--- src/rtl/thermguard_pkg.sv ---
package thermguard_pkg;

    localparam int N_SRC  = 4;
    localparam int IDX_W  = $clog2(N_SRC);
    localparam int CODE_W = 12;
    localparam int PER_W  = 16;
    localparam int DB_W   = 4;
    localparam int ADDR_W = 8;
    localparam int DATA_W = 32;

    // control word field positions
    localparam int CTL_RUN_BIT  = 0;
    localparam int CTL_SRC_LSB  = 4;
    localparam int CTL_POL_BIT  = 8;
    localparam int CTL_TRIP_BIT = 24;

    // routing word field positions
    localparam int RTE_PIN_LSB = 4;
    localparam int RTE_CRU_LSB = 8;

    // register offsets
    localparam logic [ADDR_W-1:0] OFS_CTRL    = 8'h00;
    localparam logic [ADDR_W-1:0] OFS_ROUTE   = 8'h08;
    localparam logic [ADDR_W-1:0] OFS_DATA0   = 8'h20;
    localparam logic [ADDR_W-1:0] OFS_THR0    = 8'h40;
    localparam logic [ADDR_W-1:0] OFS_DEB     = 8'h64;
    localparam logic [ADDR_W-1:0] OFS_PER     = 8'h68;
    localparam logic [ADDR_W-1:0] OFS_PER_HOT = 8'h6C;

    typedef enum logic [1:0] {
        SQ_IDLE,
        SQ_WAIT,
        SQ_REQ,
        SQ_BUSY
    } seq_state_e;

    typedef struct packed {
        logic              valid;
        logic [IDX_W-1:0]  idx;
        logic [CODE_W-1:0] code;
    } sample_t;

    typedef logic [N_SRC-1:0][CODE_W-1:0] code_vec_t;

    // Lowest enabled source whose index is at least 'from'; MSB flags a hit.
    function automatic logic [IDX_W:0] pick_src(input logic [N_SRC-1:0] en, input int from);
        logic [IDX_W:0] r;
        r = '0;
        for (int i = N_SRC - 1; i >= 0; i--) begin
            if (en[i] && (i >= from)) begin
                r = {1'b1, IDX_W'(i)};
            end
        end
        return r;
    endfunction

    function automatic logic [ADDR_W-1:0] slot_addr(input logic [ADDR_W-1:0] base, input int i);
        return base + ADDR_W'(4 * i);
    endfunction

endpackage

--- src/rtl/thermguard_judge.sv ---
module thermguard_judge
    import thermguard_pkg::*;
(
    input  logic             clk,
    input  logic             rst,
    input  sample_t          smp,
    input  code_vec_t        thr,
    input  logic [DB_W-1:0]  deb,
    output code_vec_t        data_q,
    output logic [N_SRC-1:0] trip_vec,
    output logic             hot
);

    logic [N_SRC-1:0] run_nz;

    for (genvar g = 0; g < N_SRC; g++) begin : g_src
        logic [DB_W-1:0]   cnt_q;
        logic [DB_W:0]     cnt_nx;
        logic [CODE_W-1:0] code_q;
        logic              trip_q;
        logic              hit;
        logic              over;

        assign hit    = smp.valid && (smp.idx == IDX_W'(g));
        assign over   = smp.code <= thr[g];
        assign cnt_nx = {1'b0, cnt_q} + 1'b1;

        always_ff @(posedge clk) begin
            if (rst) begin
                cnt_q  <= '0;
                code_q <= '0;
                trip_q <= 1'b0;
            end else if (hit) begin
                code_q <= smp.code;
                if (over) begin
                    if (cnt_q != '1) begin
                        cnt_q <= cnt_q + 1'b1;
                    end
                    if (cnt_nx >= {1'b0, deb}) begin
                        trip_q <= 1'b1;
                    end
                end else begin
                    cnt_q <= '0;
                end
            end
        end

        assign data_q[g]   = code_q;
        assign trip_vec[g] = trip_q;
        assign run_nz[g]   = (cnt_q != '0);
    end

    assign hot = |run_nz;

endmodule

--- src/rtl/thermguard_seq.sv ---
module thermguard_seq
    import thermguard_pkg::*;
(
    input  logic              clk,
    input  logic              rst,
    input  logic              run,
    input  logic [N_SRC-1:0]  src_en,
    input  logic [PER_W-1:0]  per_norm,
    input  logic [PER_W-1:0]  per_hot,
    input  logic              hot,
    input  logic              adc_valid,
    input  logic [CODE_W-1:0] adc_data,
    output logic              adc_req,
    output logic [IDX_W-1:0]  adc_chan,
    output sample_t           smp
);

    seq_state_e       st_q;
    logic [PER_W-1:0] cnt_q;
    logic [IDX_W-1:0] idx_q;
    logic [PER_W-1:0] per_lim;
    logic [IDX_W:0]   first_hit;
    logic [IDX_W:0]   next_hit;

    assign per_lim   = hot ? per_hot : per_norm;
    assign first_hit = pick_src(src_en, 0);
    assign next_hit  = pick_src(src_en, int'(idx_q) + 1);

    always_ff @(posedge clk) begin
        if (rst) begin
            st_q  <= SQ_IDLE;
            cnt_q <= '0;
            idx_q <= '0;
        end else begin
            case (st_q)
                SQ_IDLE: begin
                    if (run) begin
                        st_q  <= SQ_WAIT;
                        cnt_q <= '0;
                    end
                end
                SQ_WAIT: begin
                    if (!run) begin
                        st_q <= SQ_IDLE;
                    end else if (cnt_q >= per_lim) begin
                        cnt_q <= '0;
                        if (first_hit[IDX_W]) begin
                            idx_q <= first_hit[IDX_W-1:0];
                            st_q  <= SQ_REQ;
                        end
                    end else begin
                        cnt_q <= cnt_q + 1'b1;
                    end
                end
                SQ_REQ: begin
                    st_q <= SQ_BUSY;
                end
                SQ_BUSY: begin
                    if (adc_valid) begin
                        if (run && next_hit[IDX_W]) begin
                            idx_q <= next_hit[IDX_W-1:0];
                            st_q  <= SQ_REQ;
                        end else begin
                            st_q  <= run ? SQ_WAIT : SQ_IDLE;
                            cnt_q <= '0;
                        end
                    end
                end
                default: st_q <= SQ_IDLE;
            endcase
        end
    end

    assign adc_req   = (st_q == SQ_REQ);
    assign adc_chan  = idx_q;
    assign smp.valid = (st_q == SQ_BUSY) && adc_valid;
    assign smp.idx   = idx_q;
    assign smp.code  = adc_data;

endmodule

--- src/rtl/thermguard_regs.sv ---
module thermguard_regs
    import thermguard_pkg::*;
#(
    parameter logic [PER_W-1:0] PER_RST = 16'd10,
    parameter logic [DB_W-1:0]  DEB_RST = 4'd4
) (
    input  logic              clk,
    input  logic              rst,
    input  logic              bus_sel,
    input  logic              bus_wr,
    input  logic [ADDR_W-1:0] bus_addr,
    input  logic [DATA_W-1:0] bus_wdata,
    output logic [DATA_W-1:0] bus_rdata,
    input  code_vec_t         data_q,
    input  logic              trip_any,
    output logic              run,
    output logic [N_SRC-1:0]  src_en,
    output logic              pin_hi,
    output logic [N_SRC-1:0]  pin_route,
    output logic [N_SRC-1:0]  cru_route,
    output code_vec_t         thr,
    output logic [PER_W-1:0]  per_norm,
    output logic [PER_W-1:0]  per_hot,
    output logic [DB_W-1:0]   deb
);

    logic wr;
    logic unused_wdata;

    assign wr           = bus_sel && bus_wr;
    assign unused_wdata = ^bus_wdata[DATA_W-1:PER_W];

    always_ff @(posedge clk) begin
        if (rst) begin
            run       <= 1'b0;
            src_en    <= '0;
            pin_hi    <= 1'b0;
            pin_route <= '0;
            cru_route <= '0;
            per_norm  <= PER_RST;
            per_hot   <= PER_RST;
            deb       <= DEB_RST;
        end else if (wr) begin
            case (bus_addr)
                OFS_CTRL: begin
                    run    <= bus_wdata[CTL_RUN_BIT];
                    src_en <= bus_wdata[CTL_SRC_LSB +: N_SRC];
                    pin_hi <= bus_wdata[CTL_POL_BIT];
                end
                OFS_ROUTE: begin
                    pin_route <= bus_wdata[RTE_PIN_LSB +: N_SRC];
                    cru_route <= bus_wdata[RTE_CRU_LSB +: N_SRC];
                end
                OFS_PER:     per_norm <= bus_wdata[PER_W-1:0];
                OFS_PER_HOT: per_hot  <= bus_wdata[PER_W-1:0];
                OFS_DEB:     deb      <= bus_wdata[DB_W-1:0];
                default: ;
            endcase
        end
    end

    for (genvar g = 0; g < N_SRC; g++) begin : g_thr
        logic [CODE_W-1:0] thr_q;
        always_ff @(posedge clk) begin
            if (rst) begin
                thr_q <= '0;
            end else if (wr && (bus_addr == slot_addr(OFS_THR0, g))) begin
                thr_q <= bus_wdata[CODE_W-1:0];
            end
        end
        assign thr[g] = thr_q;
    end

    always_comb begin
        bus_rdata = '0;
        if (bus_sel) begin
            case (bus_addr)
                OFS_CTRL: begin
                    bus_rdata[CTL_RUN_BIT]           = run;
                    bus_rdata[CTL_SRC_LSB +: N_SRC]  = src_en;
                    bus_rdata[CTL_POL_BIT]           = pin_hi;
                    bus_rdata[CTL_TRIP_BIT]          = trip_any;
                end
                OFS_ROUTE: begin
                    bus_rdata[RTE_PIN_LSB +: N_SRC] = pin_route;
                    bus_rdata[RTE_CRU_LSB +: N_SRC] = cru_route;
                end
                OFS_PER:     bus_rdata[PER_W-1:0] = per_norm;
                OFS_PER_HOT: bus_rdata[PER_W-1:0] = per_hot;
                OFS_DEB:     bus_rdata[DB_W-1:0]  = deb;
                default: ;
            endcase
            for (int i = 0; i < N_SRC; i++) begin
                if (bus_addr == slot_addr(OFS_DATA0, i)) begin
                    bus_rdata[CODE_W-1:0] = data_q[i];
                end
                if (bus_addr == slot_addr(OFS_THR0, i)) begin
                    bus_rdata[CODE_W-1:0] = thr[i];
                end
            end
        end
    end

endmodule

--- src/rtl/thermguard_top.sv ---
module thermguard_top
    import thermguard_pkg::*;
#(
    parameter logic [PER_W-1:0] PER_RST = 16'd10,
    parameter logic [DB_W-1:0]  DEB_RST = 4'd4
) (
    input  logic              clk,
    input  logic              rst,
    input  logic              bus_sel,
    input  logic              bus_wr,
    input  logic [ADDR_W-1:0] bus_addr,
    input  logic [DATA_W-1:0] bus_wdata,
    output logic [DATA_W-1:0] bus_rdata,
    output logic              adc_req,
    output logic [IDX_W-1:0]  adc_chan,
    input  logic [CODE_W-1:0] adc_data,
    input  logic              adc_valid,
    output logic              shut_cru,
    output logic              shut_pin
);

    logic             run_en;
    logic [N_SRC-1:0] src_en;
    logic             pin_hi;
    logic [N_SRC-1:0] pin_route;
    logic [N_SRC-1:0] cru_route;
    code_vec_t        thr;
    code_vec_t        data_q;
    logic [PER_W-1:0] per_norm;
    logic [PER_W-1:0] per_hot;
    logic [DB_W-1:0]  deb;
    logic [N_SRC-1:0] trip_vec;
    logic             hot;
    logic             pin_active;
    sample_t          smp;

    thermguard_regs #(
        .PER_RST (PER_RST),
        .DEB_RST (DEB_RST)
    ) u_regs (
        .clk       (clk),
        .rst       (rst),
        .bus_sel   (bus_sel),
        .bus_wr    (bus_wr),
        .bus_addr  (bus_addr),
        .bus_wdata (bus_wdata),
        .bus_rdata (bus_rdata),
        .data_q    (data_q),
        .trip_any  (|trip_vec),
        .run       (run_en),
        .src_en    (src_en),
        .pin_hi    (pin_hi),
        .pin_route (pin_route),
        .cru_route (cru_route),
        .thr       (thr),
        .per_norm  (per_norm),
        .per_hot   (per_hot),
        .deb       (deb)
    );

    thermguard_seq u_seq (
        .clk       (clk),
        .rst       (rst),
        .run       (run_en),
        .src_en    (src_en),
        .per_norm  (per_norm),
        .per_hot   (per_hot),
        .hot       (hot),
        .adc_valid (adc_valid),
        .adc_data  (adc_data),
        .adc_req   (adc_req),
        .adc_chan  (adc_chan),
        .smp       (smp)
    );

    thermguard_judge u_judge (
        .clk      (clk),
        .rst      (rst),
        .smp      (smp),
        .thr      (thr),
        .deb      (deb),
        .data_q   (data_q),
        .trip_vec (trip_vec),
        .hot      (hot)
    );

    assign shut_cru   = |(trip_vec & cru_route);
    assign pin_active = |(trip_vec & pin_route);
    assign shut_pin   = pin_hi ? pin_active : ~pin_active;

endmodule

--- config.mk ---
export PLATFORM = sky130hd
export DESIGN_NAME = thermguard_top
export DESIGN_NICKNAME = d
export VERILOG_FILES = /design/src/rtl/thermguard_pkg.sv /design/src/rtl/thermguard_judge.sv /design/src/rtl/thermguard_seq.sv /design/src/rtl/thermguard_regs.sv /design/src/rtl/thermguard_top.sv
export SDC_FILE = /design/constraint.sdc
export NUM_CORES = 1
export LEC_CHECK = 0
export ABC_AREA = 0
export BUFFER_PORTS_ARGS = -buffer_cell sky130_fd_sc_hd__buf_4
export CORE_MARGIN = 10
export CORE_UTILIZATION = 61
export CTS_CLUSTER_SIZE = 8
export DETAILED_ROUTE_END_ITERATION = 7
export PLACE_DENSITY = 0.9
export SETUP_SLACK_MARGIN = 0.4
export SYNTH_ARGS = -nofsm -noshare
export SYNTH_HDL_FRONTEND = slang
export SYNTH_SLANG_ARGS = --single-unit
--- constraint.sdc ---
create_clock -name clk -period 3.7 [get_ports clk]
set_input_delay 0.37 -clock clk [delete_from_list [all_inputs] [get_ports clk]]
set_output_delay 0.37 -clock clk [all_outputs]
set_load 0.1 [all_outputs]
# After elaboration in Yosys (flattened, before gate mapping)
# Index checks and enable logic that the tools add are counted.
[word_totals]
register_bits = 186
inputBits = 57
output_inout_bits = 37
wordCells = 186
[classes]
n_addsub = 10
n_lt_le_gt_ge = 13
n_eq_ne = 35
mux = 54
bitwise_logic = 3
n_reduce_logical = 44
[op_table]
columns = ["op", "n"]
rows = [
  ["two-way mux 16 bit", 7],
  ["two-way mux 12 bit", 8],
  ["greater-or-equal comparator 3 x 32 -> 1 bit, first input constant", 2],
  ["== test 8 x 7 -> 1 bit, second input constant", 7],
  ["less-or-equal comparator 12 bit", 4],
  ["case mux 16 bit (3 select lines)", 1],
  ["== test 8 x 6 -> 1 bit, second input constant", 4],
  ["greater-or-equal comparator 1 x 32 -> 1 bit, first input constant", 1],
  ["greater-or-equal comparator 2 x 32 -> 1 bit, first input constant", 1],
  ["two-way mux 4 bit", 8],
  ["two-way mux 3 bit", 8],
  ["two-way mux 2 bit", 11],
  ["adder 4 x 1 -> 5 bit, second input constant", 4],
  ["greater-or-equal comparator 5 x 4 -> 1 bit", 4],
  ["case mux 5 bit (4 select lines)", 1],
  ["case mux 3 bit (3 select lines)", 2],
  ["AND reduction 2 bit", 9],
  ["adder 16 x 1 -> 16 bit, second input constant", 1],
  ["adder 4 x 1 -> 4 bit, second input constant", 4],
  ["greater-or-equal comparator 16 bit", 1],
  ["!= test 2 bit, second input constant", 8],
  ["!= test 4 bit, second input constant", 4],
  ["nonzero test 4 bit", 4],
  ["OR reduction 4 bit", 4],
  ["22 further kinds", 51],
]

# Logic depth before layout (Yosys ltp)
[depth]
depth_word = 11
depth_mapped = 14
ltp_nobuf = 12

# By module
# Synthesis repeated with hierarchy kept, for this count alone.
[unflattened]
cells_unflattened = 1492
area_unflattened_um2 = 11579.9
[modules_own_cells]
columns = ["mod", "instances", "cells_per_inst", "area_each_um2", "seq_area_each_um2"]
rows = [
  ["thermguard_regs", 1, 713, 5380.2, 1961.9],
  ["thermguard_judge", 1, 554, 4322.9, 1361.3],
  ["thermguard_seq", 1, 218, 1818.0, 400.4],
  ["thermguard_top", 1, 7, 58.8, 0.0],
]

# Least setup slack after synthesis
# Ideal clock, no wire load.
[synth_timing]
path_kind = "input -> output"
start = "input port bus_addr[1]"
end = "output port bus_rdata[24]"
t_arrival_ns = 3.991
required_ns = 3.330
path_slack_ns = -0.661
stages = 3
n_path_buf = 1
path_cell_list = "or4_1 clkbuf_1 nor4_1"
[synth_via]
elab_chain_cells = 3
[synth_lines]
columns = ["item", "line", "source"]
rows = [
  ["start: declaration", "thermguard_top.sv:11", "input logic [ADDR_W-1:0] bus_addr,"],
  ["logical NOT 8 bit", "thermguard_regs.sv:77", "case (bus_addr)"],
  ["two-way mux 1 bit", "thermguard_regs.sv:77", ""],
  ["two-way mux 1 bit", "thermguard_regs.sv:76", "if (bus_sel) begin"],
  ["end: declaration", "thermguard_top.sv:13", "output logic [DATA_W-1:0] bus_rdata,"],
]
# No other way between the ends.

# Final worst setup path
[layout_timing]
start = "input port bus_addr[2]"
end = "output port bus_rdata[7]"
[layout_via]
elab_chain_cells = 11
word_cells_on_any_way = 22
classes_between = "eq/ne: 11; mux: 10; reduce/logical: 1"
[layout_lines]
columns = ["item", "line", "source"]
rows = [
  ["== test 8 x 7 -> 1 bit (tied with other cells)", "thermguard_regs.sv:77", ""],
  ["case mux 5 bit (4 select lines)", "thermguard_regs.sv:77", ""],
  ["two-way mux 12 bit", "thermguard_regs.sv:94", "if (bus_addr == slot_addr(OFS_DATA0, i)) begin"],
  ["two-way mux 12 bit", "thermguard_regs.sv:97", "if (bus_addr == slot_addr(OFS_THR0, i)) begin"],
  ["two-way mux 12 bit", "thermguard_regs.sv:94", ""],
  ["two-way mux 12 bit", "thermguard_regs.sv:97", ""],
  ["two-way mux 12 bit", "thermguard_regs.sv:94", ""],
  ["two-way mux 12 bit", "thermguard_regs.sv:97", ""],
  ["two-way mux 12 bit", "thermguard_regs.sv:94", ""],
  ["two-way mux 12 bit *", "thermguard_regs.sv:97", ""],
  ["two-way mux 16 bit *", "thermguard_regs.sv:76", ""],
]
# Mark *: on every way between the ends. The rest lies on a longest branch, timed or not.

==> summary.md <==
| Metric | Value |
|---|---|
| Status | `finished, final reports clean` |
| Cts hold-fix bufs | `0` |
| Critical path type | `primary input to output pin` |
| Peak supply drop | `0.313 mV` |
| WL/cell | `22.4 um` |
| Main synth FF type | `dfxtp_1` |
| Vias in the first global route | `10864` |
| Share of cells above drive strength 1 | `11.0%` |
| Final Instance Area | `12400 um^2` |
| Met1 Use GR | `36.7%` |
| Non-Filler Instances | `1738` |
| Total power | `4.33 mW` |
| Number of flops mapped to enable cells by yosys | `0` |
| Asr flop ratio synth | `0%` |
| Pwr/cell area | `348 nW/um^2` |
| Register area share after synthesis | `33.4%` |
| Die ar. | `24100 um^2` |
| CTS Sinks | `186` |
| RSZ-0062 raised after global routing | `no` |
| Tcrit/Tclk final | `87.0%` |
| Final min period | `3.22 ns` |
| CP cell instances | `buf_4, or4b_1, buf_4, nor2_4, nand2_1, o21ai_0, o221ai_1, nor2_2, buf_4` |
| GP Congestion | `1.02` |
| Post-synth cell types | `76` |
| Mapped cell area | `11200 um^2` |
| DP Cell Count | `1702` |
| Hpwl dp | `26.3 mm` |
| Top delay family on crit path | `simple AND/OR/NAND/NOR gates` |
| CP dominant cell by count | `buf_4` |
| Cell count after synthesis | `1473` |
| Commonest non-fill, non-tap cells in the layout | `nand2_1 (335), a21oi_1 (201), dfxtp_1 (183), ha_1 (89), buf_4 (86)` |
| Startpoint types | `primary input` |
| Die H | `155 um` |
| Hold crit path type | `primary input to register` |
| Largest net degree at the start of global routing | `67` |
| Via Count | `11677` |
| Fmax | `311 MHz` |
| Area grow syn2layout | `11.5%` |
| Max Transition Viols Final | `0` |
| Die X | `155 um` |
| Top Usage Layer GRT | `met2` |
| First-pass GRT wire length | `58.6 mm` |
| Initial Utilization | `62.1%` |
| MaxCap Viol Count | `0` |
| Crit-path slowest cell | `or4b_1` |
| CP Max Fanout | `16` |
| WP buf/inv | `3` |
| Static leakage | `4.52 nW` |
| Max Root-Sink Buffers | `2` |
| WP data arrival | `2.85 ns` |
| Drt total wl | `39.0 mm` |
| Final TNS setup | `0 ns` |
| Relative slew slack | `37.5%` |
| # diodes | `0` |
| Clock Pin Slew Worst Setup and Hold Paths | `0.07 ns` |
| TritonCTS clock tree | `done` |
| I/O Buffers | `62` |
| Worst-skew pair later-pin latency | `0.45 ns` |
| Io pins | `94` |
| Slowest stage delay, CP | `0.74 ns` |
| Placed Area | `11700 um^2` |
| Final hold vios | `0` |
| Gr usage total | `30.6%` |
| Vias per cell | `6.72` |
| Clock Skews | `0.00856 ns` |
| Syn. warnings | `0` |
| Site row count | `49` |
| Remaining Overflow, GRT | `0` |
| Avg Synthesized Cell Area | `7.57 um^2` |
| Commonest non-fill, non-tap cell in the layout | `nand2_1` |
| Worst setup EP type | `output pin` |
| Clock root buffer | `clkbuf_16` |
| ANT nets after route | `0` |
| # H-tree levels | `4` |
| GRT met3 Usage | `9.54%` |
| TritonCTS buffer count | `17` |
| Final setup viols | `0` |
| Final Util | `69.3%` |
| Core ar. | `18000 um^2` |
| Initial antenna violation count | `0` |
| FF+latch count, synth | `186` |
| First-pass iteration count of the detailed router | `8` |
| DRT iter0 DRCs | `1652` |
| Residual DRC | `0` |
| Grt met2 use | `46.8%` |
| NumNets Final | `1642` |
| Worst Tran Pin Value | `0.932 ns` |
| Worst EP required | `3.33 ns` |
-- power breakdown --
part           switching (mW)  internal [mW]
registers            0.000882           2.00
clock network           0.863           1.07
logic                   0.297         0.0951
-- cell type report --
cell class	instances	area, um^2
clock buffers	19	433
clock inverters	13	169
fillers	1396	5520
inverters	70	263
multi-input cells	1132	6850
flip-flops and latches	186	3730
well taps	229	287
repair buffers	89	711
-- flip-flops by register name, indices dropped and copies added (netlist names), 2 cells and up --
register              flops
u_judge.g_src.cnt_q      16
u_judge.g_src.code_q     48
u_judge.g_src.trip_q      4
u_regs.cru_route          4
u_regs.deb                4
u_regs.g_thr.thr_q       48
u_regs.per_hot           16
u_regs.per_norm          16
u_regs.pin_route          4
u_regs.src_en             4
u_seq.adc_chan            2
u_seq.cnt_q              16
u_seq.st_q                2
-- synth_stat cells (7+ instances only) --
library cell / instances / area share [%]
and3_1: 16 / 0.90
inv_1: 69 / 2.3
a21o_1: 15 / 1.0
o21ai_1: 7 / 0.31
buf_2: 30 / 1.3
nand2b_1: 8 / 0.45
o22ai_1: 21 / 1.2
a31oi_1: 13 / 0.73
nand4_1: 10 / 0.56
nor2_1: 64 / 2.2
xnor2_1: 8 / 0.63
nand3_1: 34 / 1.5
o211ai_1: 9 / 0.61
dfxtp_1: 186 / 33
a21oi_1: 208 / 9.3
mux2i_1: 28 / 2.5
o21ai_0: 63 / 2.8
buf_4: 18 / 1.2
nor2b_1: 17 / 0.95
a22oi_1: 34 / 2.3
clkbuf_1: 48 / 1.6
ha_1: 89 / 10
nand2_1: 335 / 11
nor3_1: 19 / 0.85
a22o_1: 13 / 1.0
-- worst paths after layout --
kind | start | end | slack (ns) | depth (start not counted)
max reg2reg | u_judge.g_src[2].cnt_q[0]$_SDFFE_PP0P_ | u_seq.cnt_q[1]$_SDFFE_PP0P_ | 0.48 | 14
min | bus_wdata[12] | u_regs.per_hot[12]$_SDFFE_PP0P_ | 0.18 | 3
max | bus_addr[2] | bus_rdata[7] | 0.48 | 9
min reg2reg | u_judge.g_src[2].code_q[2]$_SDFFE_PP0P_ | u_judge.g_src[2].code_q[2]$_SDFFE_PP0P_ | 0.45 | 2
-- timing repair --
item                       in CTS  in global routing
hold endpoints to repair        0                  0
gates resized for setup         5                 15
gates cloned                    0                  1
setup buffers                   1                  2
setup endpoints to repair      15                 18
pin swaps                       2                  3
-- worst min-delay path, cell delays in order --
cell     delay [ns]
buf_4          0.11
nand2_1        0.05
a21oi_1        0.05
-- routing by layer --
metal / share of wire (%) / wire length, um
met3: 13 / 5180
met5: 0 / 0
met2: 44 / 17100
met1: 37 / 14400
met4: 6.0 / 2360
-- through the flow --
| stage | hold WS (ns) | worst slack [ns] |
|---|---|---|
| floorplan | 0.433 | 0.411 |
| global placement | 0.439 | 0.415 |
| detailed placement | 0.444 | 0.227 |
| CTS | 0.175 | 0.444 |
| global route | 0.195 | 0.379 |
| finish | 0.177 | 0.481 |
-- logic make-up (layout without fill, tap and decap cells) --
family,count (synthesis),in the layout,share of synthesized area (%)
XOR/XNOR,13,13,1.02
other,1,15,0.0336
adder cells (fa/ha/maj),89,89,9.98
AO/OA/AOI/OAI,429,429,23.0
multiplexers,29,29,2.61
buffers and inverters,169,191,6.83
flip-flops,186,186,33.4
AND/OR/NAND/NOR,557,557,23.2
Power figures use the tool's default switching activity.
